**config.mk**
```make
export PLATFORM = sky130hd
export DESIGN_NAME = scl_hold_ctrl
export DESIGN_NICKNAME = d
export VERILOG_FILES = /design/src/rtl/scl_hold_pkg.sv /design/src/rtl/hold_cond_eval.sv /design/src/rtl/hold_latch.sv /design/src/rtl/scl_hold_ctrl.sv
export SDC_FILE = /design/constraint.sdc
export NUM_CORES = 1
export LEC_CHECK = 0
export ABC_AREA = 1
export CORE_AREA = 2 2 39 41
export CTS_CLUSTER_SIZE = 24
export DETAILED_ROUTE_END_ITERATION = 10
export DIE_AREA = 0 0 41 43
export PLACE_DENSITY = 0.7
export SYNTH_ARGS = -nofsm -noshare
export SYNTH_HDL_FRONTEND = slang
export SYNTH_SLANG_ARGS = --single-unit
```
**constraint.sdc**
```tcl
create_clock -name clk -period 0.85 [get_ports clk]
set_input_delay 0.085 -clock clk [delete_from_list [all_inputs] [get_ports clk]]
set_output_delay 0.085 -clock clk [all_outputs]
set_load 0.02 [all_outputs]
```
**src/rtl/scl_hold_pkg.sv**
```systemverilog
package scl_hold_pkg;
  localparam int NUM_COND = 3;
  localparam int C_RX = 0;
  localparam int C_TX = 1;
  localparam int C_RS = 2;
endpackage

```
**src/rtl/hold_cond_eval.sv**
```systemverilog
module hold_cond_eval
  import scl_hold_pkg::*;
#(
  parameter int CNT_W   = 8,
  parameter int EDGE_W  = 4,
  parameter int RX_EDGE = 7,
  parameter int TX_EDGE = 8,
  parameter int RS_EDGE = 9
) (
  input  logic              host_active,
  input  logic              scl_fall,
  input  logic [EDGE_W-1:0] edge_idx,
  input  logic              rx_full,
  input  logic              tx_empty,
  input  logic [CNT_W-1:0]  byte_left,
  input  logic              nack_seen,
  input  logic              restart_req,
  input  logic              addr_buf_mode,
  input  logic              sw_rx_read,
  input  logic              sw_tx_write,
  input  logic              sw_start_set,
  output logic [NUM_COND-1:0] set_vec,
  output logic [NUM_COND-1:0] rel_vec
);
  localparam logic [EDGE_W-1:0] RX_E = EDGE_W'(RX_EDGE);
  localparam logic [EDGE_W-1:0] TX_E = EDGE_W'(TX_EDGE);
  localparam logic [EDGE_W-1:0] RS_E = EDGE_W'(RS_EDGE);

  logic live;
  logic cnt_zero;

  always_comb begin
    live     = host_active & scl_fall;
    cnt_zero = (byte_left == '0);

    set_vec          = '0;
    set_vec[C_RX]    = live & (edge_idx == RX_E) & rx_full;
    set_vec[C_TX]    = live & (edge_idx == TX_E) & tx_empty & ~cnt_zero;
    set_vec[C_RS]    = live & (edge_idx == RS_E) & restart_req & (nack_seen | cnt_zero);

    rel_vec          = '0;
    rel_vec[C_RX]    = sw_rx_read;
    rel_vec[C_TX]    = sw_tx_write;
    rel_vec[C_RS]    = addr_buf_mode ? sw_tx_write : sw_start_set;
  end
endmodule

```
**src/rtl/hold_latch.sv**
```systemverilog
module hold_latch (
  input  logic clk,
  input  logic rst,
  input  logic clr,
  input  logic set,
  input  logic rel,
  output logic q
);
  always_ff @(posedge clk) begin
    if (rst || clr) q <= 1'b0;
    else            q <= (q | set) & ~rel;
  end

  assert_latch_capture_R2: assert property (@(posedge clk) disable iff (rst)
    (set && !rel && !clr) |=> q);
  assert_latch_release_R6: assert property (@(posedge clk) disable iff (rst)
    (q && rel) |=> !q);
  assert_latch_keep_R12: assert property (@(posedge clk) disable iff (rst)
    (q && !rel && !clr) |=> q);
  assert_latch_cancel_R13: assert property (@(posedge clk) disable iff (rst)
    (!q && rel) |=> !q);
endmodule

```
**src/rtl/scl_hold_ctrl.sv**
```systemverilog
module scl_hold_ctrl
  import scl_hold_pkg::*;
#(
  parameter int CNT_W   = 8,
  parameter int EDGE_W  = 4,
  parameter int RX_EDGE = 7,
  parameter int TX_EDGE = 8,
  parameter int RS_EDGE = 9
) (
  input  logic              clk,
  input  logic              rst,
  input  logic              host_active,
  input  logic              scl_fall,
  input  logic [EDGE_W-1:0] edge_idx,
  input  logic              rx_full,
  input  logic              tx_empty,
  input  logic [CNT_W-1:0]  byte_left,
  input  logic              nack_seen,
  input  logic              restart_req,
  input  logic              addr_buf_mode,
  input  logic              sw_rx_read,
  input  logic              sw_tx_write,
  input  logic              sw_start_set,
  output logic              scl_hold,
  output logic              data_req,
  output logic              restart_go
);
  logic [NUM_COND-1:0] set_vec;
  logic [NUM_COND-1:0] rel_vec;
  logic [NUM_COND-1:0] hold_q;
  logic                go_q;

  hold_cond_eval #(
    .CNT_W(CNT_W), .EDGE_W(EDGE_W),
    .RX_EDGE(RX_EDGE), .TX_EDGE(TX_EDGE), .RS_EDGE(RS_EDGE)
  ) u_eval (
    .host_active(host_active), .scl_fall(scl_fall), .edge_idx(edge_idx),
    .rx_full(rx_full), .tx_empty(tx_empty), .byte_left(byte_left),
    .nack_seen(nack_seen), .restart_req(restart_req),
    .addr_buf_mode(addr_buf_mode), .sw_rx_read(sw_rx_read),
    .sw_tx_write(sw_tx_write), .sw_start_set(sw_start_set),
    .set_vec(set_vec), .rel_vec(rel_vec)
  );

  for (genvar i = 0; i < NUM_COND; i++) begin : g_cond
    hold_latch u_latch (
      .clk(clk), .rst(rst), .clr(~host_active),
      .set(set_vec[i]), .rel(rel_vec[i]), .q(hold_q[i])
    );
  end

  always_ff @(posedge clk) begin
    if (rst) go_q <= 1'b0;
    else     go_q <= hold_q[C_RS] & rel_vec[C_RS] & host_active;
  end

  assign scl_hold   = |hold_q;
  assign data_req   = |hold_q;
  assign restart_go = go_q;

  assert_idle_when_inactive_R10: assert property (@(posedge clk) disable iff (rst)
    !host_active |=> !scl_hold);
  assert_go_follows_hold_R8: assert property (@(posedge clk) disable iff (rst)
    restart_go |-> $past(scl_hold));
  assert_go_single_R8: assert property (@(posedge clk) disable iff (rst)
    restart_go |=> !restart_go);
endmodule

```
==> impl_metrics.ini <==
[floorplanning]
dieArea_um2 = 1760
pin_count = 27
die_h_um = 43
die_x_um = 41
coreArea_um2 = 1380
start_util_pct = 19.0
row_count = 14

[yosys]
yosys.area.top_type = dfxtp_1
syn_avg_cell_area_um2 = 5.97
ys_ff_latch = 4
syn_area_um2 = 263
synth_nets = 68
ys_types = 15
yosysWarnings = 0
synth-seq-area-share_pct = 30.5
netlist.area_leader.share_pct = 30.5
synthCells = 44
ys_top_cells_by_area = dfxtp_1 (30%), nor2_1 (17%), nand2_1 (14%), inv_1 (5.7%), nor2_4 (4.3%)

[cells_and_area]
design_area_um2 = 606
syn_to_final_growth_pct = 130
antennaDiodeCount = 0
nNetsFinal = 103
drive_above_1_share_pct = 23.4
stdcell_count = 93
final_cell_mix = nand2_1 (10), clkdlybuf4s50_1 (10), nor2_1 (9)

[outcome]
violations = setup timing
status = finished, violations left

[timing]
fin_skew_ns = 0.0000345
slew_headroom_pct = 88.8
tightest_slew_ns = 0.166
min_period_ns = 0.925
setup_slack_ns = -0.0753
finalCritPeriodShare_pct = 109
hold_violations = 0
final-max-slew-violation-count = 0
report.final.setup_viol = 2
grt_setup_unrepaired = yes
maxClockFrequency_mhz = 1080

[setup_path]
rr_worst_depth = 3
r2r_start = g_cond[0].u_latch.q$_SDFF_PP0_
startpoint_type = flop
setup.worst_path.start = g_cond[0].u_latch.q$_SDFF_PP0_
cp_max_fo = 2
critPathKind = reg -> out
worstSetupEndpointType = primary output
critPathArrivalTime_ns = 0.84
cp.required_ns = 0.76

[hold_path]
holdPathStages = 5
hp-class = in -> reg
hold_start = byte_left[5]

[global_routing]
grt_max_degree = 4
grt_overflow = 0
grt_usage_pct = 9.54
grt_pass1_wl_um = 1170
grt_pass1_vias = 335
antenna_found_initial = 0

[clock_network]
root_buffer = clkbuf_4
clockBufferDepth = 2
post-cts-setup-buffers = 0
hold_buffers = 0
path_clk_slew_ns = 0.04
cts_made_buffers = 3
clock-sinks = 4
cts_tree = yes
clk-insertion-delay-late_ns = 0.23
cts_htree_levels = 1

[detailed_routing]
drt_wl_total_um = 751
route.detailed.wl_per_inst_um = 8.08
via_per_inst = 3.92
drt-initial-drc-count = 0
vias = 365
drt_pass1_iterations = 1
drtAntennaViolNets = 0
drc = 0

[placement]
port_buffers = 26
dp.cells = 90
dp_slack_ns = -0.324
place.gp.congestion = 0.672
dp_hpwl_um = 658
dpl_cell_area_um2 = 573

[pwr]
vdd.ir_drop.worst_mv = 0.797
power_density_nw_per_um2 = 947
p_leak_nw = 0.327
p_total_mw = 0.573

[flow_run]
cap_violations = 0
## sequential cells by signal, indices dropped and copies added (netlist names)
register and flops:
g_cond.u_latch.q 3, restart_go 1
## stage by stage
step / TNS, ns / util (%) / hold slack (ns)
final: -0.151 / 43.8 / 0.223
after global routing: -0.282 / 43.8 / 0.278
after CTS: -0.170 / 41.9 / 0.271
after detailed placement: -1.60 / 41.4 / 0.474
after global placement: -1.59 / 41.4 / 0.466
after floorplan: 0 / - / 0.228
## final cells by class
| class | instances | area, um2 |
|---|---|---|
| Fill cell | 159 | 778 |
| Timing Repair Buffer | 31 | 297 |
| Multi-Input combinational cell | 33 | 164 |
| Sequential cell | 4 | 80.1 |
| Clock buffer | 3 | 22.5 |
| Inverter | 6 | 22.5 |
| Tap cell | 16 | 20.0 |
## final timing paths
check             slack (ns)                        endpoint
setup / recovery       -0.08                        data_req
hold / removal          0.22  g_cond[1].u_latch.q$_SDFF_PP0_
setup reg to reg        0.09  g_cond[0].u_latch.q$_SDFF_PP0_
hold reg to reg         0.47  g_cond[1].u_latch.q$_SDFF_PP0_
## repair_timing
action | CTS | global route
pin swaps | 8 | 8
resized for setup | 19 | 10
endpoints found under the hold margin | 0 | 0
endpoints found under the setup margin | 5 | 4
## metal layers
metal | GRT usage, % | up-vias | part of all wire, %
li1 | - | 204 | -
met1 | 10.9 | 145 | 38
met2 | 15.3 | 16 | 49
met3 | 6.28 | 0 | 12
met4 | 0 | 0 | 0
met5 | 0 | - | 0
## critical path: stages (launching register included)
cell	delay, ns
dfxtp_1	0.30
nor2_1	0.09
nand2_1	0.06
buf_2	0.15
## Yosys cell counts
library cell  count
inv_1             4
a21oi_1           2
inv_2             2
nor2_1           12
nand3_1           1
nor3_1            1
or2_0             1
nand2_1          10
nor2_4            1
dfxtp_1           4
a41oi_1           1
buf_4             1
o21ai_1           2
nand3b_1          1
nand4_1           1
## kinds of logic (layout without fill, tap and decap cells)
logic type             after synthesis  after routing  synth area share, %
DFF                                  4              4                 30.5
buffers and inverters                7             40                 11.4
AOI/OAI and AO/OA                    5              5                 11.0
and+or+nand+nor                     28             28                 47.1
## where the power goes
group	switching, mW	internal (mW)
combinational	0.0481	0.103
clock	0.0751	0.158
sequential	0.0000667	0.189
Note: power is estimated with default switching activity, not from simulation.
